===== src/rtl/wbr_pkg.sv =====
package wbr_pkg;
  typedef enum logic [1:0] {
    ST_IDLE  = 2'd0,
    ST_HOLD  = 2'd1,
    ST_REPLY = 2'd2,
    ST_XFER  = 2'd3
  } wbr_state_e;

  typedef enum logic [1:0] {
    RC_RSVD0  = 2'b00,
    RC_ACCEPT = 2'b01,
    RC_CANCEL = 2'b10,
    RC_RSVD3  = 2'b11
  } wbr_code_e;

  localparam int BLK_LSB = 6;
endpackage


===== src/rtl/wbr_match.sv =====
module wbr_match #(
  parameter int TW = 34
) (
  input  logic          window,
  input  logic [TW-1:0] pend_tag,
  input  logic          inv_valid,
  input  logic          inv_remote,
  input  logic [TW-1:0] inv_tag,
  output logic          hit
);
  logic [TW-1:0] diff;
  assign diff = pend_tag ^ inv_tag;
  assign hit  = window & inv_valid & inv_remote & ~(|diff);
endmodule


===== src/rtl/wbr_beat_cnt.sv =====
module wbr_beat_cnt #(
  parameter int BEATS = 4,
  localparam int BW = (BEATS > 1) ? $clog2(BEATS) : 1
) (
  input  logic          clk,
  input  logic          rst_n,
  input  logic          clr,
  input  logic          adv,
  output logic [BW-1:0] idx,
  output logic          last
);
  localparam logic [BW-1:0] LAST_IDX = BW'(BEATS - 1);

  always_ff @(posedge clk) begin
    if (!rst_n || clr)         idx <= '0;
    else if (adv && !last)     idx <= idx + 1'b1;
    else if (adv)              idx <= '0;
  end

  assign last = (idx == LAST_IDX);
endmodule


===== src/rtl/wbr_fsm.sv =====
module wbr_fsm
  import wbr_pkg::*;
#(
  parameter int HOLD_CYC = 4,
  localparam int HW = $clog2(HOLD_CYC + 1)
) (
  input  logic       clk,
  input  logic       rst_n,
  input  logic       req_fire,
  input  logic       hit,
  input  logic       rep_fire,
  input  logic       xfer_done,
  output wbr_state_e state,
  output wbr_code_e  code
);
  localparam logic [HW-1:0] HOLD_END = HW'(HOLD_CYC - 1);

  logic [HW-1:0] hcnt;

  always_ff @(posedge clk) begin
    if (!rst_n) begin
      state <= ST_IDLE;
      code  <= RC_ACCEPT;
      hcnt  <= '0;
    end else begin
      unique case (state)
        ST_IDLE: begin
          hcnt <= '0;
          if (req_fire) state <= ST_HOLD;
        end
        ST_HOLD: begin
          if (hit) begin
            state <= ST_REPLY;
            code  <= RC_CANCEL;
          end else if (hcnt == HOLD_END) begin
            state <= ST_REPLY;
            code  <= RC_ACCEPT;
          end else begin
            hcnt <= hcnt + 1'b1;
          end
        end
        ST_REPLY: begin
          if (rep_fire) state <= (code == RC_ACCEPT) ? ST_XFER : ST_IDLE;
        end
        ST_XFER: begin
          if (xfer_done) state <= ST_IDLE;
        end
        default: state <= ST_IDLE;
      endcase
    end
  end
endmodule


===== src/rtl/wbk_retire_ctrl.sv =====
module wbk_retire_ctrl
  import wbr_pkg::*;
#(
  parameter int AW       = 40,
  parameter int DW       = 128,
  parameter int HOLD_CYC = 4,
  localparam int BEATS   = 512 / DW,
  localparam int BW      = (BEATS > 1) ? $clog2(BEATS) : 1,
  localparam int TW      = AW - BLK_LSB
) (
  input  logic          clk,
  input  logic          rst_n,
  input  logic          req_valid,
  output logic          req_ready,
  input  logic [AW-1:0] req_addr,
  input  logic          req_rd_err,
  input  logic          inv_valid,
  input  logic [AW-1:0] inv_addr,
  input  logic          inv_remote,
  output logic          rep_valid,
  input  logic          rep_ready,
  output logic [1:0]    rep_code,
  input  logic          dat_valid,
  output logic          dat_ready,
  output logic [BW-1:0] dat_beat,
  output logic          dat_last,
  input  logic          wr_fail,
  output logic          wr_fail_irq
);
  wbr_state_e    state;
  wbr_code_e     code;
  logic [TW-1:0] pend_tag;
  logic          hit, req_fire, rep_fire, beat_fire, xfer_done;
  logic          unused_bits;

  // The paired read's error status and the in-block offset play no part.
  assign unused_bits = ^{req_rd_err, req_addr[BLK_LSB-1:0], inv_addr[BLK_LSB-1:0]};

  assign req_ready = (state == ST_IDLE);
  assign req_fire  = req_valid & req_ready;
  assign rep_valid = (state == ST_REPLY);
  assign rep_code  = code;
  assign rep_fire  = rep_valid & rep_ready;
  assign dat_ready = (state == ST_XFER);
  assign beat_fire = dat_valid & dat_ready;
  assign xfer_done = beat_fire & dat_last;

  always_ff @(posedge clk) begin
    if (!rst_n)        pend_tag <= '0;
    else if (req_fire) pend_tag <= req_addr[AW-1:BLK_LSB];
  end

  always_ff @(posedge clk) begin
    if (!rst_n) wr_fail_irq <= 1'b0;
    else        wr_fail_irq <= wr_fail;
  end

  wbr_match #(.TW(TW)) u_match (
    .window     (state == ST_HOLD),
    .pend_tag   (pend_tag),
    .inv_valid  (inv_valid),
    .inv_remote (inv_remote),
    .inv_tag    (inv_addr[AW-1:BLK_LSB]),
    .hit        (hit)
  );

  wbr_fsm #(.HOLD_CYC(HOLD_CYC)) u_fsm (
    .clk       (clk),
    .rst_n     (rst_n),
    .req_fire  (req_fire),
    .hit       (hit),
    .rep_fire  (rep_fire),
    .xfer_done (xfer_done),
    .state     (state),
    .code      (code)
  );

  wbr_beat_cnt #(.BEATS(BEATS)) u_beats (
    .clk   (clk),
    .rst_n (rst_n),
    .clr   (state != ST_XFER),
    .adv   (beat_fire),
    .idx   (dat_beat),
    .last  (dat_last)
  );
endmodule


===== config.mk =====
export PLATFORM = sky130hd
export DESIGN_NAME = wbk_retire_ctrl
export DESIGN_NICKNAME = d
export VERILOG_FILES = /design/src/rtl/wbr_pkg.sv /design/src/rtl/wbr_match.sv /design/src/rtl/wbr_beat_cnt.sv /design/src/rtl/wbr_fsm.sv /design/src/rtl/wbk_retire_ctrl.sv
export SDC_FILE = /design/constraint.sdc
export NUM_CORES = 1
export LEC_CHECK = 0
export CAP_MARGIN = 15
export CORE_ASPECT_RATIO = 1.25
export CORE_MARGIN = 2
export CORE_UTILIZATION = 39
export CTS_BUF_LIST = sky130_fd_sc_hd__clkbuf_8
export DETAILED_ROUTE_END_ITERATION = 16
export PLACE_DENSITY = 0.88
export SYNTH_ARGS = -nofsm -noshare
export SYNTH_HDL_FRONTEND = slang
export SYNTH_SLANG_ARGS = --single-unit

===== constraint.sdc =====
create_clock -name clk -period 1.5 [get_ports clk]
set_input_delay 0.3 -clock clk [delete_from_list [all_inputs] [get_ports clk]]
set_output_delay 0.3 -clock clk [all_outputs]
set_load 0.02 [all_outputs]

Yosys cells after proc, flatten, opt, wreduce, memory -nomap -nowiden
Cells that the tools add are included.
{ "word_totals": {"ff_bits": 44} }
{ "op_classes": {"add_sub_neg": 2, "eq_ne": 13, "muxes": 14, "n_bitwise": 9, "reduce_logical": 12} }
{ "ops": {"columns": ["operator", "n"], "rows": [
  ["$reduce_or 34->1", 1],
  ["$xor 34x34->34", 1],
  ["$mux 2", 10],
  ["$pmux 2 s4", 1],
  ["$and 1x1->1", 7],
  ["$eq 2x2->1 const B", 3],
  ["$mux 3", 2],
  ["$ne 2x1->1 const B", 3],
  ["$ne 2x2->1 const B", 3],
  ["$pmux 3 s2", 1],
  ["$reduce_bool 2->1", 3],
  ["$eq 2x1->1 const B", 2],
  ["$reduce_and 4->1", 1],
  ["$add 3x1->3 const B", 1],
  ["$eq 3x2->1 const B", 1],
  ["$ne 3x2->1 const B", 1],
  ["$reduce_and 3->1", 1],
  ["$add 2x1->2 const B", 1],
  ["$logic_not 1->1", 2],
  ["$logic_not 2->1", 1],
  ["$reduce_and 2->1", 1],
  ["$logic_and 1x1->1", 1],
  ["$logic_or 1x1->1", 1],
  ["$not 1->1", 1]
]} }

Longest topological paths before layout
Gate-level depths: netlist of run 1.
{ "depth": {"word_depth": 6, "ltp_mapped": 8, "ltp_nobuf": 6} }

By module
Synthesis of run 1 repeated with hierarchy kept, for this count alone.
{ "unflattened": {"cells_unflattened": 260, "area_unflattened_um2": 2347.3} }
{ "by_module_without_submodules": {"columns": ["module", "instances", "cells_each", "area_per_inst_um2", "seq_area_each_um2"], "rows": [
  ["wbk_retire_ctrl", 1, 159, 1470.2, 700.7],
  ["wbr_fsm", 1, 44, 394.1, 140.1],
  ["wbr_match", 1, 47, 381.6, 0.0],
  ["wbr_beat_cnt", 1, 10, 101.3, 40.0]
]} }

Worst setup path after synthesis of run 1
No wires, ideal clock.
{ "synth_path": {"path_type": "reg-to-reg", "from": "reg u_fsm.state[0]", "to": "reg pend_tag[0]", "setup_time_ns": 0.076, "arrival_time_ns": 1.531, "required_time_ns": 1.424, "path_slack_ns": -0.107, "stages_incl_launch_ff": 8, "path_buffers": 3, "synth_period_minus_slack_ns": 1.607, "cell_sequence": "dfxtp_1 -> buf_2 -> nor2_1 -> and2_1 -> clkbuf_1 -> buf_2 -> nand2_1 -> a21boi_0"} }
{ "synth_via": {"elab_chain_len": 2} }
{ "synth_lines": {"columns": ["element", "line_no", "text"], "rows": [
  ["start, declared", "wbr_fsm.sv:13", "output wbr_state_e state,"],
  ["start signal, assigned", "wbr_fsm.sv:43", "if (rep_fire) state <= (code == RC_ACCEPT) ? ST_XFER : ST_IDLE;"],
  ["$logic_not 2->1", "wbk_retire_ctrl.sv:39", "assign req_ready = (state == ST_IDLE);"],
  ["via req_ready", "wbk_retire_ctrl.sv:14", "output logic req_ready,"],
  ["$and 1x1->1", "wbk_retire_ctrl.sv:40", "assign req_fire = req_valid & req_ready;"],
  ["end signal, assigned", "wbk_retire_ctrl.sv:50", "else if (req_fire) pend_tag <= req_addr[AW-1:BLK_LSB];"],
  ["end, declared", "wbk_retire_ctrl.sv:32", "logic [TW-1:0] pend_tag;"]
]} }
The timed path passes the listed nets, and every way through them passes these cells.
A chain may end at the register's enable or synchronous reset.

Worst setup path after layout of run 1
{ "layout_path": {"from": "reg u_fsm.state[0]", "to": "reg u_fsm.hcnt[0]"} }
{ "layout_via": {"elab_chain_len": 6, "word_cells_on_any_way": 10} }
{ "layout_lines": {"columns": ["element", "line_no", "text"], "rows": [
  ["$eq 2x1->1", "wbr_fsm.sv:26, wbk_retire_ctrl.sv:59", null],
  ["$and 1x1->1 (3 in a row)", "wbr_match.sv:13", "assign hit = window & inv_valid & inv_remote & ~(|diff);"],
  ["$ne 2x2->1 (no source line)", null, null],
  ["$reduce_and 3->1 (no source line)", null, null],
  ["end signal, assigned", "wbr_fsm.sv:39", "hcnt <= hcnt + 1'b1;"],
  ["end, declared", "wbr_fsm.sv:18", "logic [HW-1:0] hcnt;"]
]} }
Several ways; a longest one is shown, not always the timed one.

==> run metrics, run 1 <==
H-tree depth=2; post-synthesis mux area share=0.524%; layout cells sized above 1=16.2%; CTS Buf Count=5; number of I/O pins=98; status=finished, violations left; ys flop type=dfxtp_1; gr usage total=18.9%; Detailed Place HPWL=4.20 mm; fill cell count=approximately 480; crit start category=flip-flop; slew at the pin closest to its max-slew limit=0.401 ns; clock sinks=44; MaxCap Viol Count=0; Post-Syn Instances=254; Yosys warning count=0; total wire length=5.70 mm; Clk network pwr share=~28%; cell area after synthesis=0.00215 mm2; net switching power=0.000758 W; Max Fclk=roughly 610 MHz; port bufs=84; slowest CP cell=or4b_1; ys async rst share=0%; vias in the first global route=2,054; vias per cell=4.88; GP Congestion=0.811; routed vias=2,030; complex-gate fraction of the synthesized area=17.8%; Final setup viols=7; Die Height=87.0 um; Static Leakage=between 1 and 1.5 nW; period utilisation layout=109%; post-route DRC violation count=0; area delta synth->final=52.9%; die area=0.00612 mm2; CTS Hold Bufs=0; post-route clock skew=0.00178 ns; Final ANT Viol Nets=0; PD cells=863 mW/mm2; Max Buffers Root-to-Sink=2; CTS tree=done; critical-path cell list=nor2b_4 -> nand4_1 -> nor4_2 -> and3_1 -> buf_6 -> or4b_1 -> a21boi_1; fin. max-slew vios=0; total core area=~0.0054 mm2; fin cells=416; CP Class=reg -> reg; layout net count=between 400 and 500; Min Hold Slack=0.471 ns; row cnt=30; clock period minus worst slack=1.64 ns; Starting Density=about 40%; simple-gate share of the synthesized area=a little over a fifth; placed insts=406; VDD IR max=0.506 mV; RSZ-0062 raised after global routing=yes; Crit path largest cell delay=0.47 ns; xor and xnor area share after synthesis=13.9%; critical path arrival=approximately 1.9 ns; ANT cells=0; unique cell type count in the Yosys netlist=35; TNS Setup=-0.708 ns; Final Hold Viols=0; DR pass1 iterations=4; Combinational Power Share=roughly a quarter; CTS root buffer=clkbuf_8; Critical Path RT=1.73 ns; total gr overflow=0; Synth Area in Adders=1.75%; Die Wd=70.4 um; Hold Path Class=reg -> reg; initial antenna violation count=0; largest family of logic cells by synthesized area=simple AND/OR/NAND/NOR gates; first-pass GRT wire length=9.14 mm; peak fanout along the critical path=6; number of synthesized flops with an enable pin=0; syn_nets=346; initial DRC count=75; Core Util, Final=61.2%; clk_lat worst skew=about 0.29 ns; clock slew at reported path FFs=roughly 0.080 ns; sw frac=26.7%; Crit. End Element=flip-flop; sequential share of power=46.7%; power consumption=0.00283 W; Seq cells post-synth=44; syn_area_per_cell=between 8 and 9 um2; Int Pwr=0.00208 W; largest net degree at the start of global routing=21; CP delay by family, top=simple AND/OR/NAND/NOR gates; Bufs and invs on worst path=1; Setup WS post-layout=-0.141 ns; DR WL/cell=13.7 um; Slew headroom=between 70% and 80%; sequential cell area fraction in the yosys report=between 40% and 50%; failing checks=negative setup slack
-- power groups by stage --
stage | Combinational (W) | Clock [W] | Sequential [W]
5_1_grt | 0.000796 | 0.000850 | 0.00134
3_5_place_dp | 0.000728 | 0 | 0.00134
3_3_place_gp | 0.000715 | 0 | 0.00134
2_1_floorplan | 0.000372 | 0 | 0.00133
4_1_cts | 0.000702 | 0.000811 | 0.00132
6_report | 0.000727 | 0.000784 | 0.00132
-- path summary, 6_finish.rpt --
| check | depth (start not counted) | startpoint | slack [ns] | end |
|---|---|---|---|---|
| hold / removal | 2 | pend_tag[2] | 0.47 | pend_tag[2] |
| setup reg to reg | 7 | u_fsm.state[0] | -0.14 | u_fsm.hcnt[0] |
| hold reg to reg | 2 | pend_tag[2] | 0.47 | pend_tag[2] |
| setup / recovery | 7 | u_fsm.state[0] | -0.14 | u_fsm.hcnt[0] |
-- flip-flops by register name (all words and copies together) (netlist names) --
| register | count |
|---|---|
| pend_tag | 34 |
| u_fsm.state | 2 |
| u_fsm.hcnt | 3 |
| wr_fail_irq | 1 |
| u_fsm.code | 2 |
| u_beats.idx | 2 |
-- layout by cell type, fill, tap and decap left out, types with 5 or more instances in the layout --
cell and count:
a21boi_0 27, a21boi_1 9, a21oi_1 5, buf_4 16, clkbuf_8 7, clkdlybuf4s50_1 41, dfxtp_1 34, dfxtp_2 10
dlygate4sd2_1 39, nand2_1 72, nand4_1 8, xnor2_1 29
-- kinds of logic (layout without fill, tap and decap cells) --
family          after synthesis  count (layout)
mux                           1               1
compound gates               53              53
fa+ha+maj                     3               3
buf+inv                      18             116
simple gates                101             101
xor+xnor                     34              34
flops                        44              44
-- worst register-to-register path, stage by stage, from the launching register on --
cell	delay, ns
dfxtp_1	0.32
nor2b_4	0.13
nand4_1	0.15
nor4_2	0.05
and3_1	0.19
buf_6	0.13
or4b_1	0.47
a21boi_1	0.13
-- cells in the mapped netlist, drive strengths merged (2+ instances only) --
cell	n	area, um2
ha	3	37.5
inv	4	15.0
nor2b	4	32.5
xnor2	32	280
nor2	3	11.3
clkbuf	8	30.0
nor4	2	12.5
a21oi	6	30.0
buf	6	38.8
xor2	2	17.5
dfxtp	44	881
a21boi	36	270
nand4	8	50.1
and2	3	18.8
nor3	3	15.0
nand2	72	270
o21ai	5	25.0
-- layer usage --
layer / routed length (um) / global-route usage, % / vias to the layer above / share of wire, %
li1: - / - / 1034 / -
met5: 0 / 0 / - / 0
met4: 138 / 7.87 / 0 / 2.4
met1: 2350 / 21.0 / 923 / 41
met3: 353 / 5.32 / 11 / 6.2
met2: 2850 / 33.9 / 62 / 50
-- timing repair --
item | in CTS | in global routing
setup buffers | 2 | 0
pin swaps | 38 | 11
gates resized for setup | 68 | 12
setup endpoints to repair | 16 | 20
cloned | 0 | 1
-- final cells by class --
class,instances,area [um2],area share [%]
inverter,4,15.0,0.457
timing repair buffer,105,953,29.0
tap,64,80.1,2.44
multi-input combinational,192,1250,38.0
clock buffer,7,96.3,2.93
sequential,44,893,27.2
-- through the flow --
step	setup WS (ns)	area, um2
after CTS	-0.193	3240
after detailed placement	-0.627	3150
final	-0.141	3290
after global placement	-0.600	3150
after floorplan	-0.0241	2150
after global routing	-0.257	3290
(Power assumes the default switching activity.)
==> run 2, diff against run 1 <==
--- a/config.mk
+++ b/config.mk
@@ -6,5 +6,5 @@
 export NUM_CORES = 1
 export LEC_CHECK = 0
-export CAP_MARGIN = 15
+export CAP_MARGIN = 30
 export CORE_ASPECT_RATIO = 1.25
 export CORE_MARGIN = 2
@@ -16,2 +16,3 @@
 export SYNTH_HDL_FRONTEND = slang
 export SYNTH_SLANG_ARGS = --single-unit
+export TNS_END_PERCENT = 50
==> constraint.sdc (replaced) <==
create_clock -name clk -period 1.5 [get_ports clk]
set_input_delay 0.3 -clock clk [delete_from_list [all_inputs] [get_ports clk]]
set_output_delay 0.3 -clock clk [all_outputs]
set_load 0.05 [all_outputs]
==> run metrics, run 2 (same netlist as run 1, synthesis figures left out) <==
GR Util met1=19.8%; Max Fclk=566 MHz; Final Hold Viols=0; Min Hold Slack=0.469 ns; Die Wd=between 70 and 80 um; Critical Path RT=around 1.7 ns; initial antenna violation count=0; die area=0.00612 mm2; grt met2 use=37.2%; gr usage total=between 10% and 20%; clk_lat worst skew=0.30 ns; ANT cells=0; period utilisation layout=118%; port bufs=84; post-route DRC violation count=0; top flop regs=pend_tag x34, u_fsm.hcnt x3; slowest CP cell=dfxtp_2; Bufs and invs on worst path=1; GP Congestion=0.782; Detailed Place HPWL=4.31 mm; total wire length=5.97 mm; layout cells sized above 1=18.7%; Crit path largest cell delay=0.36 ns; WHS Path Cells=2; DR pass1 iterations=4; routed vias=about 2,000; Slew headroom=between 80% and 90%; grt met3 use=4.51%; failing checks=negative setup slack; Crit Reg-Reg Startpoint=pend_tag[7]; PD cells=913 mW/mm2; VDD IR max=0.497 mV; Core Util, Final=64.4%; Setup WS post-layout=-0.267 ns; Final ANT Viol Nets=0; clock slew at reported path FFs=0.08 ns; critical path arrival=1.96 ns; Reg with most FFs=pend_tag; Die Height=87.0 um; Clk network pwr share=32.8%; total core area=0.00537 mm2; crit start category=flip-flop; clock sinks=44; sw frac=25.2%; total gr overflow=0; Crit. End Element=flip-flop; status=finished, violations left; Max Buffers Root-to-Sink=2; Combinational Power Share=25.1%; worst reg-to-reg path cell count=7; largest net degree at the start of global routing=35; most frequent cells in the layout=72 x nand2_1, 41 x clkdlybuf4s50_1, 34 x dlygate4sd2_1; r2r setup slk=-0.27 ns; CTS Buf Count=5; critical-path cell list=xnor2_2 -> nand4_1 -> nor4_2 -> and3_1 -> buf_6 -> nand4b_1 -> a2bb2o_4; worst hold start=pend_tag[33]; Final setup viols=7; vias in the first global route=2,040; layout net count=440; Starting Density=40.0%; GR peak layer=met2; clock period minus worst slack=1.77 ns; area delta synth->final=60.9%; CP delay by family, top=simple AND/OR/NAND/NOR gates; max reg flops=34; MaxCap Viol Count=0; CTS root buffer=clkbuf_8; number of I/O pins=98; initial DRC count=82; Worst Hold End=pend_tag[33]; vias per cell=4.93; Worst R2R End=u_fsm.hcnt[1]; Static Leakage=approximately 1.3 nW; fill cell count=440; first-pass GRT wire length=9.27 mm; Int Pwr=0.00236 W; Post-Place Setup Slack=-0.683 ns; RSZ-0062 raised after global routing=yes; row cnt=30; DR WL/cell=14.5 um; slew at the pin closest to its max-slew limit=0.291 ns; peak fanout along the critical path=2; commonest non-fill, non-tap cell in the layout=nand2_1; H-tree depth=2; post-route clock skew=0.0111 ns; sequential share of power=42.1%; CTS tree=done; net switching power=0.000796 W; CP Class=reg -> reg; fin. max-slew vios=0; Hold Path Class=reg -> reg
==> run 2: changes by cell type in the layout (fill, tap and decap cells not counted), moves of 3 or more <==
cell,delta
buf_12,+9
buf_2,-3
buf_4,-3
dlygate4sd2_1,-5
xnor2_1,-4
xnor2_2,+4
==> run 2: how the worst max path moves through the flow <==
stage | from | endpoint | slack (ns) | cells past startpoint
after global placement | inv_addr[29] | u_fsm.hcnt[1] | -0.63 | 7
final | pend_tag[7] | u_fsm.hcnt[1] | -0.27 | 7
after detailed placement | inv_addr[13] | u_fsm.hcnt[1] | -0.68 | 7
after floorplan | u_beats.idx[1] | u_fsm.state[1] | -0.04 | 4
after CTS | pend_tag[19] | u_fsm.hcnt[1] | -0.22 | 7
after global routing | pend_tag[23] | u_fsm.hcnt[2] | -0.32 | 8
==> run 2: metrics by stage <==
step / setup TNS, ns / std cells / instance area, um2 / total power, W
after CTS: -1.15 / 411 / 3390 / 0.00315
after global placement: -3.90 / 403 / 3240 / 0.00210
after floorplan: -0.132 / 254 / 2180 / 0.00174
final: -1.41 / 412 / 3460 / 0.00316
after global routing: -1.85 / 412 / 3460 / 0.00330
after detailed placement: -4.66 / 403 / 3240 / 0.00213
==> run 2: metal layers <==
layer / routed length, um / share of wire, %
met5: 0 / 0
met4: 157 / 2.6
met3: 259 / 4.3
met2: 3200 / 54
met1: 2360 / 39
==> run 2: layout make-up <==
class	instances	area [um2]	share of cell area, %
Multi-Input combinational cell	192	1300	37.5
Timing Repair Buffer	101	1040	30.1
Sequential cell	44	896	25.9
Tap cell	64	80.1	2.32
Clock buffer	5	68.8	1.99
Clock inverter	2	60.1	1.74
Inverter	4	15.0	0.434
==> run 2: worst reg2reg max path, cell delays in order (launching register included) <==
cell and delay [ns]:
dfxtp_2 0.36, xnor2_2 0.11, nand4_1 0.16, nor4_2 0.33
and3_1 0.23, buf_6 0.11, nand4b_1 0.14, a2bb2o_4 0.22
==> run 2: power by group through the flow <==
stage / clock (W) / combinational (W) / sequential (W)
6_report: 0.00103 / 0.000793 / 0.00133
5_1_grt: 0.00110 / 0.000860 / 0.00134
4_1_cts: 0.00105 / 0.000773 / 0.00132
3_5_place_dp: 0 / 0.000784 / 0.00134
3_3_place_gp: 0 / 0.000763 / 0.00134
2_1_floorplan: 0 / 0.000401 / 0.00134
==> run 2: timing repair <==
action	in CTS	in global routing
hold buffers	0	0
pin swaps	33	14
setup endpoints to repair	9	13
gates resized for setup	50	16
setup buffers	1	1
==> run 3, diff against run 2 <==
- GPL_ROUTABILITY_DRIVEN: default -> 0
- PLACE_DENSITY: 0.88 -> 0.87
==> run metrics, run 3 (same netlist as run 1, synthesis figures left out) <==
worst reg-to-reg path cell count=7; CTS Buf Count=5; critical path arrival=between 1.5 and 2 ns; H-tree depth=2; die area=roughly 0.0061 mm2; post-route DRC violation count=0; Starting Density=between 40% and 50%; Slew headroom=78.6%; CP Class=in -> reg; Bufs and invs on worst path=2; grt met3 use=3.01%; vias per cell=4.94; total wire length=5.62 mm; Static Leakage=1.29 nW; MaxCap Viol Count=0; clock sinks=44; GR Util met1=20.3%; RSZ-0062 raised after global routing=yes; Max Buffers Root-to-Sink=2; WHS Path Cells=2; total gr overflow=0; initial antenna violation count=0; most frequent cells in the layout=72 x nand2_1, 42 x clkdlybuf4s50_1, 33 x dlygate4sd2_1; Placed Area=between 0.003 and 0.004 mm2; Crit path largest cell delay=0.51 ns; critical-path cell list=clkdlybuf4s50_1 -> xnor2_1 -> nand3_1 -> nor3_1 -> and3_1 -> buf_6 -> or4b_1 -> a21boi_1; FF+latch area=905 um2; slew at the pin closest to its max-slew limit=between 0.3 and 0.4 ns; GR peak layer=met2; crit start category=primary input; Detailed Place HPWL=4.21 mm; PD cells=around 840 mW/mm2; slowest CP cell=or4b_1; Hold Path Class=reg -> reg; CTS root buffer=clkbuf_8; clk_lat worst skew=~0.3 ns; DR pass1 iterations=4; status=finished, violations left; Die Height=87.0 um; fill cell count=about 460; gr usage total=a little under a fifth; period utilisation layout=115%; vias in the first global route=2,122; clock slew at reported path FFs=approximately 0.090 ns; post-route clock skew=around 0.016 ns; port bufs=84; DR WL/cell=13.8 um; Crit Reg-Reg Startpoint=pend_tag[1]; routed vias=2,017; top flop regs=pend_tag x34, u_fsm.hcnt x3; Setup WS post-layout=-0.221 ns; total core area=0.00537 mm2; CTS tree=done; grt met2 use=35.8%; layout net count=435; fin. max-slew vios=0; area delta synth->final=57.9%; Critical Path RT=around 1.7 ns; Final setup viols=7; Final ANT Viol Nets=0; ANT cells=0; r2r setup slk=-0.21 ns; Max Fclk=581 MHz; power consumption=0.00285 W; row cnt=30; commonest non-fill, non-tap cell in the layout=nand2_1; layout cells sized above 1=19.5%; TNS Setup=-0.986 ns; worst hold start=pend_tag[14]; VDD IR max=around 0.46 mV; first-pass GRT wire length=9.07 mm; Die Wd=70.4 um; failing checks=negative setup slack; CP delay by family, top=simple AND/OR/NAND/NOR gates; Reg with most FFs=pend_tag; Multi-input gate area=~0.0013 mm2; Crit. End Element=flip-flop; clock period minus worst slack=1.72 ns; number of I/O pins=98; Worst R2R End=u_fsm.hcnt[0]; Worst Hold End=pend_tag[14]; Final Hold Viols=0; WP depth=8; largest net degree at the start of global routing=35; Final Cell Area=about 0.0034 mm2; peak fanout along the critical path=3; max reg flops=34; initial DRC count=62
-- run 3: changes by cell type in the layout (fill, tap and decap cells not counted), sizes merged --
cell,change
buf,-5
clkinvlp,+2
clkinv,+1
bufinv,-2
clkdlybuf4s50,+1
dlygate4sd2,-1
-- run 3: metal layers --
metal  share of wire, %  routed length (um)
met1                 39                2170
met2                 55                3080
met3                4.7                 264
met4                1.7                  97
met5                  0                   0
-- run 3: where the power goes --
group / internal [W] / leakage (nW) / switching, W
Combinational: 0.000429 / 0.882 / 0.000334
Clock: 0.000330 / 0.0404 / 0.000425
Sequential: 0.00127 / 0.368 / 0.0000675
-- run 3: worst max path at each step --
stage                           endpoint  slack (ns)            from
after CTS                  u_fsm.hcnt[0]       -0.22     pend_tag[1]
final                      u_fsm.hcnt[0]       -0.22    inv_addr[34]
after floorplan           u_fsm.state[1]       -0.04  u_beats.idx[1]
after global routing       u_fsm.hcnt[0]       -0.29     pend_tag[1]
after global placement     u_fsm.hcnt[1]       -0.57    inv_addr[27]
after detailed placement   u_fsm.hcnt[1]       -0.70    inv_addr[29]
-- run 3: per-stage QoR --
step / hold slack, ns / utilization, % / instances / setup slack [ns]
final: 0.470 / 63.2 / 408 / -0.221
after detailed placement: 0.464 / 59.7 / 399 / -0.703
after CTS: 0.474 / 61.8 / 408 / -0.216
after global placement: 0.446 / 59.7 / 399 / -0.566
after floorplan: 0.427 / - / 254 / -0.0391
after global routing: 0.491 / 63.2 / 408 / -0.287
-- run 3: worst min-delay path, cell delays in order (launching register included) --
cell	delay (ns)
dfxtp_2	0.33
nand2_1	0.05
a21boi_1	0.06
-- run 3: what timing repair did --
action                     CTS  global route
pin swaps                   36             6
setup endpoints to repair    9             9
hold buffers                 0             0
gates resized for setup     50            20
buffers inserted             1             0
-- run 3: final cells by class --
cell class / count / share of cell area (%)
tap: 64 / 2.36
sequential: 44 / 26.7
inverter: 4 / 0.442
multi-input combinational: 192 / 38.2
timing repair buffer: 96 / 29.6
clock buffer: 5 / 2.03
clock inverter: 3 / 0.701
